**src/rtl/brg_pkg.sv**
```systemverilog
package brg_pkg;

    // Transmit direction control
    typedef enum logic [1:0] {
        TX_OFF  = 2'd0,
        TX_IDLE = 2'd1,
        TX_BUSY = 2'd2,
        TX_PEND = 2'd3
    } tx_state_t;

    // Receive direction control
    typedef enum logic [1:0] {
        RX_OFF  = 2'd0,
        RX_IDLE = 2'd1,
        RX_RUN  = 2'd2
    } rx_state_t;

endpackage

```
**src/rtl/brg_prescaler.sv**
```systemverilog
// Free-running power-of-two prescaler with a tap selector.
// Tap k fires once every 2^k cycles; output is forced low without power.
module brg_prescaler #(
    parameter int N_TAPS = 16,
    parameter int SEL_W  = 4
) (
    input  logic             clk,
    input  logic             rst_n,
    input  logic             power_i,
    input  logic [SEL_W-1:0] sel_i,
    output logic             base_en_o
);

    localparam int PRE_W = (N_TAPS > 1) ? N_TAPS - 1 : 1;
    localparam logic [SEL_W-1:0] SEL_TOP = SEL_W'(N_TAPS - 1);

    logic [PRE_W-1:0]  pre_cnt;
    logic [N_TAPS-1:0] tap_hit;
    logic [SEL_W-1:0]  sel_eff;
    logic              hit_sel;

    always_ff @(posedge clk) begin
        if (!rst_n) begin
            pre_cnt <= '0;
        end else if (!power_i) begin
            pre_cnt <= '0;
        end else begin
            pre_cnt <= pre_cnt + 1'b1;
        end
    end

    assign tap_hit[0] = 1'b1;

    genvar k;
    generate
        for (k = 1; k < N_TAPS; k++) begin : g_tap
            assign tap_hit[k] = &pre_cnt[k-1:0];
        end
    endgenerate

    assign sel_eff = (sel_i > SEL_TOP) ? SEL_TOP : sel_i;

    always_comb begin
        hit_sel = 1'b0;
        for (int t = 0; t < N_TAPS; t++) begin
            if (sel_eff == SEL_W'(t)) begin
                hit_sel = tap_hit[t];
            end
        end
    end

    assign base_en_o = power_i & hit_sel;

endmodule

```
**src/rtl/brg_divcnt.sv**
```systemverilog
// Programmable divide counter: ticks and reloads on reaching the divisor.
// A clear or a stop has priority over the terminal count.
module brg_divcnt #(
    parameter int CNT_W   = 8,
    parameter bit HAS_MID = 1'b0
) (
    input  logic             clk,
    input  logic             rst_n,
    input  logic             run_i,
    input  logic             clr_i,
    input  logic             step_i,
    input  logic [CNT_W-1:0] div_i,
    output logic             tick_o,
    output logic             mid_o
);

    localparam logic [CNT_W-1:0] DIV_FLOOR = CNT_W'(2);

    logic [CNT_W-1:0] cnt;
    logic [CNT_W-1:0] div_eff;
    logic [CNT_W-1:0] half_pt;
    logic             hold;
    logic             at_end;

    assign div_eff = (div_i < DIV_FLOOR) ? DIV_FLOOR : div_i;
    assign half_pt = div_eff >> 1;
    assign hold    = !run_i || clr_i;
    // >= keeps the counter bounded when the divisor is lowered on the fly
    assign at_end  = (cnt >= div_eff);

    always_ff @(posedge clk) begin
        if (!rst_n) begin
            cnt    <= '0;
            tick_o <= 1'b0;
        end else begin
            tick_o <= 1'b0;
            if (hold) begin
                cnt <= '0;
            end else if (step_i) begin
                if (at_end) begin
                    cnt    <= '0;
                    tick_o <= 1'b1;
                end else begin
                    cnt <= cnt + 1'b1;
                end
            end
        end
    end

    generate
        if (HAS_MID) begin : g_mid
            logic mid_q;
            always_ff @(posedge clk) begin
                if (!rst_n) begin
                    mid_q <= 1'b0;
                end else begin
                    mid_q <= !hold && step_i && !at_end && (cnt == half_pt);
                end
            end
            assign mid_o = mid_q;
        end else begin : g_nomid
            assign mid_o = 1'b0;
        end
    endgenerate

endmodule

```
**src/rtl/brg_tx_ctrl.sv**
```systemverilog
// Transmit restart control: decides when the transmit counter runs and clears.
module brg_tx_ctrl
    import brg_pkg::*;
(
    input  logic clk,
    input  logic rst_n,
    input  logic power_i,
    input  logic en_i,
    input  logic wr_i,
    input  logic done_i,
    output logic run_o,
    output logic clr_o
);

    tx_state_t state, state_nx;
    logic      live;

    assign live = power_i && en_i;

    always_ff @(posedge clk) begin
        if (!rst_n) begin
            state <= TX_OFF;
        end else begin
            state <= state_nx;
        end
    end

    always_comb begin
        state_nx = state;
        if (!live) begin
            state_nx = TX_OFF;
        end else begin
            unique case (state)
                TX_OFF:  state_nx = TX_IDLE;
                TX_IDLE: if (wr_i) state_nx = TX_BUSY;
                TX_BUSY: begin
                    if (done_i) begin
                        state_nx = wr_i ? TX_BUSY : TX_IDLE;
                    end else if (wr_i) begin
                        state_nx = TX_PEND;
                    end
                end
                TX_PEND: if (done_i) state_nx = TX_BUSY;
                default: state_nx = TX_OFF;
            endcase
        end
    end

    always_comb begin
        run_o = 1'b0;
        clr_o = 1'b0;
        if (live) begin
            unique case (state)
                TX_OFF:  run_o = 1'b0;
                TX_IDLE: begin
                    run_o = 1'b1;
                    clr_o = wr_i;
                end
                TX_BUSY: begin
                    run_o = 1'b1;
                    clr_o = done_i && wr_i;
                end
                TX_PEND: begin
                    run_o = 1'b1;
                    clr_o = done_i;
                end
                default: run_o = 1'b0;
            endcase
        end
    end

endmodule

```
**src/rtl/brg_rx_ctrl.sv**
```systemverilog
// Receive run control: counter runs only between a start and its frame end.
module brg_rx_ctrl
    import brg_pkg::*;
(
    input  logic clk,
    input  logic rst_n,
    input  logic power_i,
    input  logic en_i,
    input  logic start_i,
    input  logic done_i,
    output logic run_o,
    output logic clr_o
);

    rx_state_t state, state_nx;
    logic      live;

    assign live = power_i && en_i;

    always_ff @(posedge clk) begin
        if (!rst_n) begin
            state <= RX_OFF;
        end else begin
            state <= state_nx;
        end
    end

    always_comb begin
        state_nx = state;
        if (!live) begin
            state_nx = RX_OFF;
        end else begin
            unique case (state)
                RX_OFF:  state_nx = RX_IDLE;
                RX_IDLE: if (start_i) state_nx = RX_RUN;
                RX_RUN:  if (done_i)  state_nx = RX_IDLE;
                default: state_nx = RX_OFF;
            endcase
        end
    end

    always_comb begin
        run_o = 1'b0;
        clr_o = 1'b0;
        if (live) begin
            unique case (state)
                RX_OFF:  run_o = 1'b0;
                RX_IDLE: clr_o = start_i;
                RX_RUN:  run_o = !done_i;
                default: run_o = 1'b0;
            endcase
        end
    end

endmodule

```
**src/rtl/uart_bitrate_gen.sv**
```systemverilog
// Bit-rate generator for one asynchronous serial channel.
module uart_bitrate_gen #(
    parameter int CNT_W  = 8,
    parameter int SEL_W  = 4,
    parameter int N_TAPS = 16
) (
    input  logic             clk,
    input  logic             rst_n,
    input  logic             power_en_i,
    input  logic             tx_en_i,
    input  logic             rx_en_i,
    input  logic [SEL_W-1:0] clk_sel_i,
    input  logic [CNT_W-1:0] divisor_i,
    input  logic             tx_wr_i,
    input  logic             tx_frame_done_i,
    input  logic             rx_start_i,
    input  logic             rx_frame_done_i,
    output logic             base_en_o,
    output logic             tx_tick_o,
    output logic             rx_tick_o,
    output logic             rx_mid_o
);

    logic tx_run, tx_clr;
    logic rx_run, rx_clr;
    logic tx_mid_unused;

    brg_prescaler #(
        .N_TAPS (N_TAPS),
        .SEL_W  (SEL_W)
    ) u_pre (
        .clk       (clk),
        .rst_n     (rst_n),
        .power_i   (power_en_i),
        .sel_i     (clk_sel_i),
        .base_en_o (base_en_o)
    );

    brg_tx_ctrl u_txc (
        .clk     (clk),
        .rst_n   (rst_n),
        .power_i (power_en_i),
        .en_i    (tx_en_i),
        .wr_i    (tx_wr_i),
        .done_i  (tx_frame_done_i),
        .run_o   (tx_run),
        .clr_o   (tx_clr)
    );

    brg_rx_ctrl u_rxc (
        .clk     (clk),
        .rst_n   (rst_n),
        .power_i (power_en_i),
        .en_i    (rx_en_i),
        .start_i (rx_start_i),
        .done_i  (rx_frame_done_i),
        .run_o   (rx_run),
        .clr_o   (rx_clr)
    );

    brg_divcnt #(
        .CNT_W   (CNT_W),
        .HAS_MID (1'b0)
    ) u_txcnt (
        .clk    (clk),
        .rst_n  (rst_n),
        .run_i  (tx_run),
        .clr_i  (tx_clr),
        .step_i (base_en_o),
        .div_i  (divisor_i),
        .tick_o (tx_tick_o),
        .mid_o  (tx_mid_unused)
    );

    brg_divcnt #(
        .CNT_W   (CNT_W),
        .HAS_MID (1'b1)
    ) u_rxcnt (
        .clk    (clk),
        .rst_n  (rst_n),
        .run_i  (rx_run),
        .clr_i  (rx_clr),
        .step_i (base_en_o),
        .div_i  (divisor_i),
        .tick_o (rx_tick_o),
        .mid_o  (rx_mid_o)
    );

endmodule

```
**config.mk**
```make
export PLATFORM = sky130hd
export DESIGN_NAME = uart_bitrate_gen
export DESIGN_NICKNAME = d
export VERILOG_FILES = /design/src/rtl/brg_pkg.sv /design/src/rtl/brg_prescaler.sv /design/src/rtl/brg_divcnt.sv /design/src/rtl/brg_tx_ctrl.sv /design/src/rtl/brg_rx_ctrl.sv /design/src/rtl/uart_bitrate_gen.sv
export SDC_FILE = /design/constraint.sdc
export NUM_CORES = 1
export LEC_CHECK = 0
export ABC_AREA = 0
export BUFFER_PORTS_ARGS = -buffer_cell sky130_fd_sc_hd__buf_2
export CAP_MARGIN = 20
export CORE_MARGIN = 4
export CORE_UTILIZATION = 58
export DETAILED_ROUTE_END_ITERATION = 6
export GPL_ROUTABILITY_DRIVEN = 0
export PLACE_DENSITY = 0.81
export SYNTH_ARGS = -nofsm -noshare
export SYNTH_HDL_FRONTEND = slang
export SYNTH_SLANG_ARGS = --single-unit
```
**constraint.sdc**
```tcl
create_clock -name clk -period 2.9 [get_ports clk]
set_input_delay 0 -clock clk [delete_from_list [all_inputs] [get_ports clk]]
set_output_delay 0 -clock clk [all_outputs]
set_load 0.02 [all_outputs]
```
== Word-level counts from Yosys, hierarchy flattened ==
Cells that the tools add are included.

* Input port bits: 21
* Logic and storage cells: 123
* Register bits after elaboration: 38

* Equality and inequality tests: 26
* $lt $le $gt $ge: 4
* Bitwise logic cells: 3
* Muxes and demuxes: 39
* Reduce and logical (&&, ||, !) cells: 40
* Add/sub/neg operators: 3

{| class="wikitable"
|+ Operators by type and width
! operator !! count
|-
| 4-bit == test, second input constant || 8
|-
| 1-bit two-way mux || 24
|-
| 8-bit two-way mux || 3
|-
| 8-bit by 1-bit adder with 8-bit output, second input constant || 2
|-
| 4-bit by 3-bit == test with 1-bit output, second input constant || 4
|-
| 8-bit >= comparator || 2
|-
| 15-bit by 1-bit adder with 15-bit output, second input constant || 1
|-
| 15-bit AND reduction || 1
|-
| 2-bit two-way mux || 7
|-
| 14-bit AND reduction || 1
|-
| 13-bit AND reduction || 1
|-
| 12-bit AND reduction || 1
|-
| 11-bit AND reduction || 1
|-
| 10-bit AND reduction || 1
|-
| 2-bit AND reduction || 5
|-
| 9-bit AND reduction || 1
|-
| 3-bit OR reduction || 3
|-
| 4-bit by 2-bit == test with 1-bit output, second input constant || 2
|-
| 8-bit by 7-bit == test with 1-bit output || 1
|-
| 8-bit by 2-bit < comparator with 1-bit output, second input constant || 1
|-
| 2-bit inequality test, second input constant || 4
|-
| 2-bit case mux with 4 select lines || 1
|-
| 8-bit AND reduction || 1
|-
| 7-bit AND reduction || 1
|-
| 21 further kinds || 38
|}

== Longest topological paths before layout ==
Gate-level depths: netlist of run 1.

* Word-level depth: 23
* Mapped depth: 12
* Depth with buffers taken out: 10

== Modules after synthesis ==
From an unflattened synthesis of run 1, not the netlist that was laid out.

* Cell total of the unflattened synthesis: 301
* Area total of the unflattened synthesis: 2573.7 sq um

{| class="wikitable"
|+ By module, submodules not included
! module !! cells each !! area each (sq um) !! sequential area each (sq um) !! instances
|-
| brg_prescaler || 101 || 839.6 || 300.3 || 1
|-
| brg_divcnt at u_rxcnt || 92 || 788.3 || 200.2 || 1
|-
| brg_divcnt at u_txcnt || 79 || 711.9 || 180.2 || 1
|-
| brg_tx_ctrl || 17 || 132.6 || 40.0 || 1
|-
| brg_rx_ctrl || 12 || 101.3 || 40.0 || 1
|}

== Worst setup path after synthesis of run 1 ==
No wires, ideal clock.

* Kind: input-to-reg
* Start point: input divisor_i[4]
* End point: register u_txcnt.cnt[2]
* Setup slack: 314 ps
* Cell stages on the path: 10
* Arrival time: 2494 ps
* Path through: or4_1 -> nor4_1 -> nor2b_1 -> ha_1 -> nand2b_1 -> a211oi_1 -> o31ai_1 -> a311oi_4 -> o211ai_4 -> o32ai_1

* Cells in the longest elaborated chain, start to end: 4

{| class="wikitable"
|+ RTL lines
! what !! RTL line !! RTL
|-
| start: declaration || uart_bitrate_gen.sv:13 || <nowiki>input logic [CNT_W-1:0] divisor_i,</nowiki>
|-
| 8-bit by 2-bit < comparator with 1-bit output || brg_divcnt.sv:25 || <nowiki>assign div_eff = (div_i < DIV_FLOOR) ? DIV_FLOOR : div_i;</nowiki>
|-
| 8-bit two-way mux * || brg_divcnt.sv:25 ||
|-
| 8-bit >= comparator * || brg_divcnt.sv:29 || <nowiki>assign at_end = (cnt >= div_eff);</nowiki>
|-
| 8-bit two-way mux * || brg_divcnt.sv:40 || <nowiki>if (at_end) begin</nowiki>
|-
| end signal: assignment || brg_divcnt.sv:44 || <nowiki>cnt <= cnt + 1'b1;</nowiki>
|-
| end: declaration || brg_divcnt.sv:19 || <nowiki>logic [CNT_W-1:0] cnt;</nowiki>
|}

Every way passes the cells marked *; elsewhere a longest branch is shown, timed or not.
A chain may end at the register's enable or synchronous reset.

== Final worst setup path of run 1 ==
* Start point: register u_pre.pre_cnt[0]
* End point: output base_en_o

* Cells in the longest elaborated chain, start to end: 16
* Elaborated cells on any way between the ends: 30
* Those cells by class: mux (15); bitwise (1); reduce/logical (14)

{| class="wikitable"
|+ RTL lines
! what !! RTL line !! RTL
|-
| start: declaration || brg_prescaler.sv:17 || <nowiki>logic [PRE_W-1:0] pre_cnt;</nowiki>
|-
| start signal: assignment || brg_prescaler.sv:28 || <nowiki>pre_cnt <= pre_cnt + 1'b1;</nowiki>
|-
| 1-bit two-way mux or 2-bit AND reduction (tied branches) || brg_prescaler.sv:46, brg_prescaler.sv:37 ||
|-
| 1-bit two-way mux (13 in a row) || brg_prescaler.sv:46 || <nowiki>if (sel_eff == SEL_W'(t)) begin</nowiki>
|-
| 1-bit two-way mux * || brg_prescaler.sv:46 ||
|-
| 1-bit bitwise AND * || brg_prescaler.sv:52 || <nowiki>assign base_en_o = power_i & hit_sel;</nowiki>
|-
| end: declaration || uart_bitrate_gen.sv:18 || <nowiki>output logic base_en_o,</nowiki>
|}

Marked as above.

==> results.toml, run 1 <==
[worst_setup_path]
worstSetupEndpointType = "primary output"
cp_common_cell = "ha_1"
path_class = "register to primary output"
r2r_slack_ns = 0.32
crit_required_ns = 2.90
arrival_ns = 2.69
cp_slowest_stage_delay_ns = 0.35
cp-start-kind = "register"
worstPathMaxFanout = 7
cp_cell_sequence = "ha_1 -> and3_2 -> nand2_4 -> nor2_1 -> ha_1 -> a22oi_1 -> o41ai_4 -> o21a_4 -> o21ai_2 -> inv_1 -> buf_2"
slowest_stage = "dfxtp_1"

[logic_synthesis]
syn_inst = 306
netlist.area_leader.share_pct = 29.1
synth_largest_area_cell = "dfxtp_1"
yosysWarnings = 0
ys_types = 58
syn_area_sq_mm = 0.00262
ys_ff_latch = 38
ys_seq_area_share_pct = 29.1
synth-edff-count = 0
synth_area_per_cell_sq_um = 8.55
async_reset_ff_share_pct = 0
synth_area_leaders = "dfxtp_1 (29%), ha_1 (11%), a221oi_1 (4.4%), nor2_1 (4.2%), nand2_1 (3.6%)"
syn_nets = 349
synth_ff_type = "dfxtp_1"

[timing]
finClkSkew_ns = 0.00426
tightest_slew_ns = 0.842
post-route-min-period_ns = 2.69
setup_viol = 0
slew_headroom_pct = 43.6
timing.setup.tns_ns = 0
rsz0062_at_grt = "no"
hold_viol = 0
max_freq_mhz = 372
finalMaxSlewViolations = 0
timing.final.crit_share_pct = 92.7

[final_layout]
antennaDiodeCount = 0
nFillCells = 369
fin_cells = 383
nNetsFinal = 373
area_growth_pct = 9.86
drive_above_1_share_pct = 16.6

[run]
drv_cap = 0

[detailed_routing]
postRouteAntennaNets = 0
drc_errors = 0
routed_via_density = 6.10
drtIter0Drc = 175
vias = 2336
drt_wl_total_um = 5820
firstDrtPassIters = 4
post_drt_wl_per_cell_um = 15.2

[pwr]
p_int_w = 0.000758
ir_drop_v = 0.000301
sw_frac_of_total_pct = 26.3
p_leak_nw = 1.12
p_seq_share_pct = 51.2
switchingPower_w = 0.000271
totalPowerFinal_w = 0.00103
power_density_mw_per_mm2 = 358
pwr-share-clk_pct = 37.9
combPwrFrac_pct = 10.9

[clock_tree]
cts_buffers = 5
clkTransAtPathRegs_ns = 0.08
clock_path_buffers = 2
cts.sinks = 38
clock_latency_ns = 0.29
h-tree-depth = 2
cts_root_buffer = "clkbuf_8"
cts_tree = "done"

[placement]
port_buffers = 24
dp_hpwl_um = 4350
dp.cells = 374

[floorplanning]
fp.dieW_um = 75.1
core-area_sq_mm = 0.00435
std_cell_rows = 24
ios = 25
die_y_um = 75.1
die-area_sq_mm = 0.00565
start_util_pct = 60.1

[outcome]
outcome = "completed"

[global_route]
antenna_found_initial = 0
track_usage_pct = 22.7
grt_pass1_wl_um = 9970
first_global_vias = 2190
globalRouteOverflowTotal = 0
grt_max_degree = 13

[min_path]
hold_path.class = "input port to register"
path summary, 6_finish.rpt:
check | start | to | cells past startpoint
max | u_pre.pre_cnt[0]$_SDFF_PN0_ | base_en_o | 11
min | rst_n | u_pre.pre_cnt[2]$_SDFF_PN0_ | 2
max reg2reg | u_pre.pre_cnt[0]$_SDFF_PN0_ | u_rxcnt.cnt[5]$_SDFFE_PP0N_ | 9
min reg2reg | u_pre.pre_cnt[0]$_SDFF_PN0_ | u_pre.pre_cnt[0]$_SDFF_PN0_ | 1
placed cells by master (no fill, tap or decap), drive strengths merged, types with 2 or more instances in the layout:
cell type	netlist	routed
a211oi	5	5
a21o	2	2
a21oi	11	11
a221oi	13	13
a22oi	2	2
and2	2	2
and3	7	7
and4	2	2
buf	9	29
clkbuf	4	6
dfxtp	38	38
ha	22	22
inv	16	16
nand2	26	26
nand2b	8	8
nand3	14	14
nand3b	2	2
nand4	4	4
nor2	29	29
nor2b	3	3
nor3	7	7
nor4	3	3
o2111ai	5	5
o211ai	7	7
o21a	3	3
o21ai	4	4
o22ai	10	10
o31ai	3	3
o32ai	2	2
or2	7	7
or3	10	10
xnor2	7	7
xor2	10	10
synthesized netlist by cell type (3+ instances only):
cell and n:
dfxtp_1 38, nor2_1 29, nand2_1 25, ha_1 22, inv_1 16, nand3_1 14
a221oi_1 13, a21oi_1 11, o22ai_1 10, or3_1 10, xor2_1 10, nand2b_1 8
xnor2_1 7, and3_1 6, nor3_1 6, o2111ai_1 5, o211ai_1 5, or2_1 5
clkbuf_1 4, a211oi_1 3, buf_2 3, nand4_1 3, nor2b_1 3
power groups by stage:
stage | clock (W) | combinational [W] | sequential, W
global route | 0.000426 | 0.000125 | 0.000527
detailed placement | 0 | 0.000109 | 0.000539
global placement | 0 | 0.000106 | 0.000539
floorplan | 0 | 0.0000762 | 0.000538
finish | 0.000390 | 0.000112 | 0.000526
CTS | 0.000395 | 0.000111 | 0.000526
routing by layer:
layer	up-vias	wire [um]	track usage (%)
met1	1063	2660	32.1
met3	10	396	4.27
met5	-	0	0
li1	1185	-	-
met2	78	2670	34.3
met4	0	91	8.16
per-stage QoR:
stage | area (sq um) | hold WS [ns] | util (%) | worst slack [ns]
floorplan | 2620 | 0.140 | - | 0.314
detailed placement | 2760 | 0.290 | 63.4 | 0.0397
CTS | 2870 | 0.0155 | 65.9 | 0.0915
global placement | 2760 | 0.290 | 63.4 | 0.193
finish | 2870 | 0.0267 | 66.0 | 0.213
global route | 2870 | 0.0141 | 66.0 | 0.0644
critical path: cells and delay by family, from the launching register on:
kind / cells / cell delay, ns
fa+ha+maj: 2 / 0.43
simple gates: 3 / 0.48
buf+inv: 2 / 0.22
compound gates: 4 / 0.92
flops: 1 / 0.35
flip-flops by register name, indices dropped and copies added, names as in the netlist:
signal / flops
u_pre.pre_cnt: 15
u_txcnt.tick_o: 1
u_txcnt.cnt: 8
u_rxcnt.tick_o: 1
u_rxcnt.mid_o: 1
u_txc.state: 2
u_rxcnt.cnt: 8
u_rxc.state: 2
kinds of logic (layout without fill, tap and decap cells):
group	Yosys count	count (layout)	share of synthesized area (%)
multiplexers	1	1	0.431
XOR/XNOR	17	17	5.69
buffers and inverters	29	54	5.17
adder cells (fa/ha/maj)	22	22	10.5
AND/OR/NAND/NOR	126	126	25.4
AO/OA/AOI/OAI	73	73	23.7
flip-flops	38	38	29.1
timing repair:
action	4_1_cts	5_1_grt
setup endpoints to repair	0	1
endpoints found under the hold margin	2	0
hold buffers	1	0
buffers inserted	0	0
resized for setup	0	2
final cells by class:
class / instances / area (sq um) / share of cell area, %
Multi-Input combinational cell: 239 / 1720 / 60.0
Sequential cell: 38 / 761 / 26.5
Timing Repair Buffer: 30 / 168 / 5.84
Clock inverter: 2 / 12.5 / 0.436
Clock buffer: 6 / 82.6 / 2.87
Tap cell: 52 / 65.1 / 2.26
Inverter: 16 / 60.1 / 2.09
Power figures use the tool's default switching activity.
==> inputs of run 2 (changes only) <==
--- a/config.mk
+++ b/config.mk
@@ -9,10 +9,10 @@
 export BUFFER_PORTS_ARGS = -buffer_cell sky130_fd_sc_hd__buf_2
 export CAP_MARGIN = 20
 export CORE_MARGIN = 4
-export CORE_UTILIZATION = 58
+export CORE_UTILIZATION = 54
 export DETAILED_ROUTE_END_ITERATION = 6
 export GPL_ROUTABILITY_DRIVEN = 0
-export PLACE_DENSITY = 0.81
+export PLACE_DENSITY = 0.8
 export SYNTH_ARGS = -nofsm -noshare
 export SYNTH_HDL_FRONTEND = slang
 export SYNTH_SLANG_ARGS = --single-unit
==> constraint.sdc (replaced) <==
create_clock -name clk -period 2.4 [get_ports clk]
set_input_delay 0 -clock clk [delete_from_list [all_inputs] [get_ports clk]]
set_output_delay 0 -clock clk [all_outputs]
set_load 0.02 [all_outputs]
==> run 2 against run 1 <==
Cell count is 5.2% higher. Sequential power is 21% higher. Critical path type is now input port to register. Largest cell class unchanged. Largest power group unchanged. Total power is 33% higher. Core utilization is 2.2 points higher.
==> results.toml, run 2 (synthesized netlist as in run 1, its figures left out) <==
[worst_setup_path]
cp-startpoint = "divisor_i[4]"
arrival_ns = 2.53
r2r-start = "u_pre.pre_cnt[1]$_SDFF_PN0_"
reg2regPathDepth = 11
cp_slowest_stage_delay_ns = 0.54
path_class = "input port to register"
crit_required_ns = 2.61
r2r-end = "u_txcnt.cnt[7]$_SDFFE_PP0N_"
worstPathMaxFanout = 6
worstSetupEndpointType = "register"
cp_cell_sequence = "buf_2 -> or4_4 -> nor4_4 -> nor2b_2 -> ha_1 -> nand2b_4 -> a211oi_2 -> o31ai_2 -> a311oi_4 -> buf_6 -> o211ai_4 -> o32ai_2"
slowest_stage = "or4_4"
cp-start-kind = "input port"
r2r_slack_ns = 0.10

[detailed_routing]
firstDrtPassIters = 4
vias = 2462
drtIter0Drc = 149
postRouteAntennaNets = 0
routed_via_density = 6.11
post_drt_wl_per_cell_um = 16.4
drt_wl_total_um = 6620
drc_errors = 0

[timing]
timing.setup.tns_ns = 0
finClkSkew_ns = 0.00737
post-route-min-period_ns = 2.32
setup_viol = 0
slew_headroom_pct = 72.6
tightest_slew_ns = 0.410
max_freq_mhz = 432
finalMaxSlewViolations = 0
timing.final.crit_share_pct = 96.6
hold_viol = 0

[clock_tree]
h-tree-depth = 2
cts_root_buffer = "clkbuf_8"
clkTransAtPathRegs_ns = 0.08
cts_buffers = 5
cts.sinks = 38
cts_tree = "done"
clock_path_buffers = 2
clock_latency_ns = 0.30

[global_route]
grt_max_degree = 14
first_global_vias = 2332
globalRouteOverflowTotal = 0
antenna_found_initial = 0
grt_pass1_wl_um = 11100
track_usage_pct = 22.4

[final_layout]
top_regs = "u_pre.pre_cnt x15, u_rxcnt.cnt x8, u_txcnt.cnt x8"
nNetsFinal = 391
largest-register = "u_pre.pre_cnt"
largest_reg_flops = 15
area_growth_pct = 22.3
fin_util_pct = 68.2
final_common_cell = "dfxtp_1"
drive_above_1_share_pct = 28.4
antennaDiodeCount = 0
final_cell_mix = "dfxtp_1 (36), nor2_1 (29), nand2_1 (24), buf_2 (24), ha_1 (20)"

[pwr]
combPwrFrac_pct = 12.9
p_seq_share_pct = 46.4
power_density_mw_per_mm2 = 429
p_leak_nw = 1.24
pwr-share-clk_pct = 40.7
sw_frac_of_total_pct = 25.9
p_int_w = 0.00102
ir_drop_v = 0.000298
switchingPower_w = 0.000355

[min_path]
hold_path.class = "input port to register"
hold_depth = 2
min_from = "rst_n"
min_to = "u_pre.pre_cnt[1]$_SDFF_PN0_"

[outcome]
outcome = "completed"

[run]
drv_cap = 0

[floorplanning]
die_y_um = 77.6
fp.dieW_um = 77.6
start_util_pct = 55.7
std_cell_rows = 25
ios = 25
die-area_sq_mm = 0.00602
core-area_sq_mm = 0.00469

[placement]
port_buffers = 24
dp_hpwl_um = 4660
run 2: how the worst max path moves through the flow:
stage / end / slack, ns
floorplan: u_rxcnt.cnt[7]$_SDFFE_PP0N_ / -0.10
global placement: u_txcnt.cnt[2]$_SDFFE_PP0N_ / -0.18
detailed placement: u_txcnt.cnt[2]$_SDFFE_PP0N_ / -0.31
CTS: base_en_o / 0.008
global route: u_txcnt.cnt[3]$_SDFFE_PP0N_ / -0.02
finish: u_txcnt.cnt[3]$_SDFFE_PP0N_ / 0.08
run 2: worst max-delay path, delay by kind of cell:
| family | cells | cell delay (ns) |
|---|---|---|
| compound gates | 5 | 1.02 |
| fa+ha+maj | 1 | 0.27 |
| simple gates | 4 | 0.94 |
| buf+inv | 2 | 0.29 |
run 2: metal layers:
metal	part of all wire [%]	wire length (um)	vias up	global-route usage, %
met2	49	3240	65	36.5
met1	45	2960	1171	29.3
met4	1.7	114	0	7.47
met5	0	0	-	0
met3	4.5	301	13	4.76
li1	-	-	1213	-
run 2: power groups by stage:
stage / sequential (W) / clock [W] / combinational (W)
after floorplan: 0.000650 / 0 / 0.0000993
after global placement: 0.000650 / 0 / 0.000148
after detailed placement: 0.000650 / 0 / 0.000152
after CTS: 0.000635 / 0.000560 / 0.000161
after global routing: 0.000637 / 0.000600 / 0.000194
final: 0.000636 / 0.000558 / 0.000177
run 2: metrics by stage:
stage	std cells	hold slack, ns	worst slack (ns)	cell area [sq um]	power (W)
after floorplan	306	0.140	-0.102	2660	0.000750
after global placement	388	0.290	-0.179	2900	0.000798
after detailed placement	388	0.302	-0.310	2900	0.000803
after CTS	399	0.00728	0.00833	3080	0.00136
after global routing	403	0.0140	-0.0169	3200	0.00143
final	403	0.00693	0.0828	3200	0.00137
run 2: what timing repair did:
| item | in CTS | in global routing |
|---|---|---|
| endpoints found under the hold margin | 2 | 0 |
| gates resized for setup | 9 | 22 |
| setup buffers | 2 | 3 |
| setup endpoints to repair | 2 | 18 |
| pin swaps | 2 | 8 |
| gates cloned | 0 | 1 |
| hold buffers | 1 | 0 |
run 2: area by class of cell:
type / instances / area, sq um
Clock buffer: 5 / 68.8
Clock inverter: 3 / 45.0
Fill cell: 358 / 1490
Inverter: 16 / 60.1
Multi-Input combinational cell: 239 / 1880
Sequential cell: 38 / 763
Tap cell: 54 / 67.6
Timing Repair Buffer: 48 / 318
==> inputs of run 3 (changes only) <==
--- a/config.mk
+++ b/config.mk
@@ -15,4 +15,5 @@
 export PLACE_DENSITY = 0.8
 export SYNTH_ARGS = -nofsm -noshare
 export SYNTH_HDL_FRONTEND = slang
+export SYNTH_HIERARCHICAL = 1
 export SYNTH_SLANG_ARGS = --single-unit
==> run 3 against run 2 <==
Register-to-register slack got worse by 0.20 ns. Flip-flop and latch count unchanged. Largest cell class unchanged. Hold slack improved by 0.0031 ns. Maximum frequency is 7.2% lower. Combinational power is 8% lower. Clock power decreased by 18%. Core utilization grew 6.2 points. The flow now finishes with violations (negative setup slack). Worst setup slack worse by 0.18 ns. Global-route usage is 2.1 points lower. Critical endpoint is now u_txcnt/cnt[1]$_SDFFE_PP0P_. Cell count is 1.5% higher.
==> results.toml, run 3 <==
[worst_setup_path]
r2r-start = "u_pre/pre_cnt[1]$_SDFF_PN0_"
r2r-end = "u_txcnt/cnt[1]$_SDFFE_PP0P_"
worstPathMaxFanout = 9
cp_slowest_stage_delay_ns = 0.34
arrival_ns = 2.68
r2r_slack_ns = -0.1
cp_cell_sequence = "ha_4 -> nand3_4 -> inv_4 -> nand3_4 -> nor2_4 -> ha_4 -> a21oi_2 -> o41ai_2 -> o311a_1 -> o21ai_2 -> a21oi_4 -> buf_12 -> buf_4 -> inv_1 -> a31oi_4 -> buf_12 -> nor4b_1"
crit_required_ns = 2.59
path_class = "register to register"
cp-start-kind = "register"
slowest_stage = "dfxtp_2"
worstSetupEndpointType = "register"
reg2regPathDepth = 17

[final_layout]
area_growth_pct = 29.9
final_cell_area_sq_mm = 0.00333
largest-register = "u_pre/pre_cnt"
drive_above_1_share_pct = 31.7
antennaDiodeCount = 0
final_common_cell = "dfxtp_1"
fin_util_pct = 74.4
final_cell_mix = "dfxtp_1 (36), nor2_1 (25), nand2_1 (24), buf_2 (23), buf_4 (23)"
largest_reg_flops = 15
nNetsFinal = 399
top_regs = "u_pre/pre_cnt x15, u_rxcnt/cnt x8, u_txcnt/cnt x8"

[min_path]
min_from = "rx_start_i"
min_to = "u_rxc/state[0]$_SDFFE_PN0P_"
hold_depth = 3
hold_path.class = "input port to register"

[floorplanning]
std_cell_rows = 24
start_util_pct = 57.3
core-area_sq_mm = 0.00447
fp.dieW_um = 76.9
die_y_um = 76.9
ios = 25
die-area_sq_mm = 0.00591

[timing]
setup_viol = 5
hold_viol = 0
finClkSkew_ns = 0.00409
setup_ws_ns = -0.0960
slew_headroom_pct = 50.9
timing.final.crit_share_pct = 104
finalMaxSlewViolations = 0
max_freq_mhz = 401
hold_ws_ns = 0.0101
tightest_slew_ns = 0.734
post-route-min-period_ns = 2.50
rsz0062_at_grt = "yes"

[detailed_routing]
drc_errors = 0
vias = 2381
drtIter0Drc = 125
routed_via_density = 5.82
post_drt_wl_per_cell_um = 15.3
firstDrtPassIters = 5
postRouteAntennaNets = 0
drt_wl_total_um = 6250

[outcome]
violations = "negative setup slack"
outcome = "finished, violations left"

[pwr]
ir_drop_v = 0.000240
p_leak_nw = 1.36
power_density_mw_per_mm2 = 377
totalPowerFinal_w = 0.00125

[placement]
place_area_sq_mm = 0.00293
pre_cts_ws_ns = -0.128
port_buffers = 24
dp_hpwl_um = 4220

[logic_synthesis]
yosysWarnings = 6
syn_nets = 342
syn_area_sq_mm = 0.00256
synth_area_per_cell_sq_um = 8.57
syn_inst = 299

[clock_tree]
cts_tree = "done"
cts.sinks = 38
clkTransAtPathRegs_ns = 0.08
h-tree-depth = 2
clock_latency_ns = 0.28
cts_buffers = 5
cts_root_buffer = "clkbuf_8"
clock_path_buffers = 2

[global_route]
first_global_vias = 2295
track_usage_pct = 20.3
globalRouteOverflowTotal = 0
antenna_found_initial = 0
grt_max_degree = 13
grt_pass1_wl_um = 10100

[run]
drv_cap = 0
==> run 3: critical path: cells and delay by family (launching register included) <==
family                     cells  cell delay [ns]
DFF                            1             0.34
and+or+nand+nor                4             0.46
AOI/OAI and AO/OA              6             0.65
buffers and inverters          5             0.61
adders and majority gates      2             0.32
==> run 3: per-layer routing <==
metal	wire (um)	track usage (%)	vias to the layer above
met5	0	0	-
met4	70	5.43	0
met3	223	3.98	6
met2	3210	34.7	41
met1	2740	26.1	1141
li1	-	-	1193
==> run 3: how the worst max path moves through the flow <==
| stage | startpoint | end | slack [ns] | depth (start not counted) |
|---|---|---|---|---|
| floorplan | u_pre/pre_cnt[0]$_SDFF_PN0_ | u_txcnt/cnt[6]$_SDFFE_PP0P_ | -0.10 | 16 |
| global placement | u_pre/pre_cnt[1]$_SDFF_PN0_ | u_rxcnt/cnt[4]$_SDFFE_PP0P_ | -0.04 | 15 |
| detailed placement | u_pre/pre_cnt[1]$_SDFF_PN0_ | u_rxcnt/cnt[3]$_SDFFE_PP0P_ | -0.13 | 15 |
| CTS | u_pre/pre_cnt[0]$_SDFF_PN0_ | u_txcnt/cnt[6]$_SDFFE_PP0P_ | -0.07 | 16 |
| global route | u_pre/pre_cnt[0]$_SDFF_PN0_ | u_txcnt/cnt[6]$_SDFFE_PP0P_ | -0.27 | 16 |
| finish | u_pre/pre_cnt[1]$_SDFF_PN0_ | u_txcnt/cnt[1]$_SDFFE_PP0P_ | -0.1 | 17 |
==> run 3: cell type report <==
cell class | instances | area (sq um)
multi-input cells | 236 | 1920
fillers | 324 | 1150
flip-flops and latches | 38 | 763
repair buffers | 55 | 408
clock buffers | 6 | 82.6
inverters | 20 | 80.1
well taps | 52 | 65.1
clock inverters | 2 | 12.5
==> run 3: timing repair <==
item                       4_1_cts  5_1_grt
hold buffers                     2        0
setup buffers                    5        4
pin swaps                       12        9
cloned                           1        0
setup endpoints to repair       16       20
resized for setup                4       37
hold endpoints to repair         2        0
==> run 3: where the power goes <==
part	internal [W]	switching, W
sequential	0.000634	0.00000351
clock	0.000231	0.000224
combinational	0.0000721	0.0000904
==> run 3: stage by stage <==
step | std cells | setup TNS, ns
CTS | 406 | -0.184
floorplan | 299 | -0.530
detailed placement | 390 | -1.19
global route | 409 | -2.78
finish | 409 | -0.224
global placement | 390 | -0.188
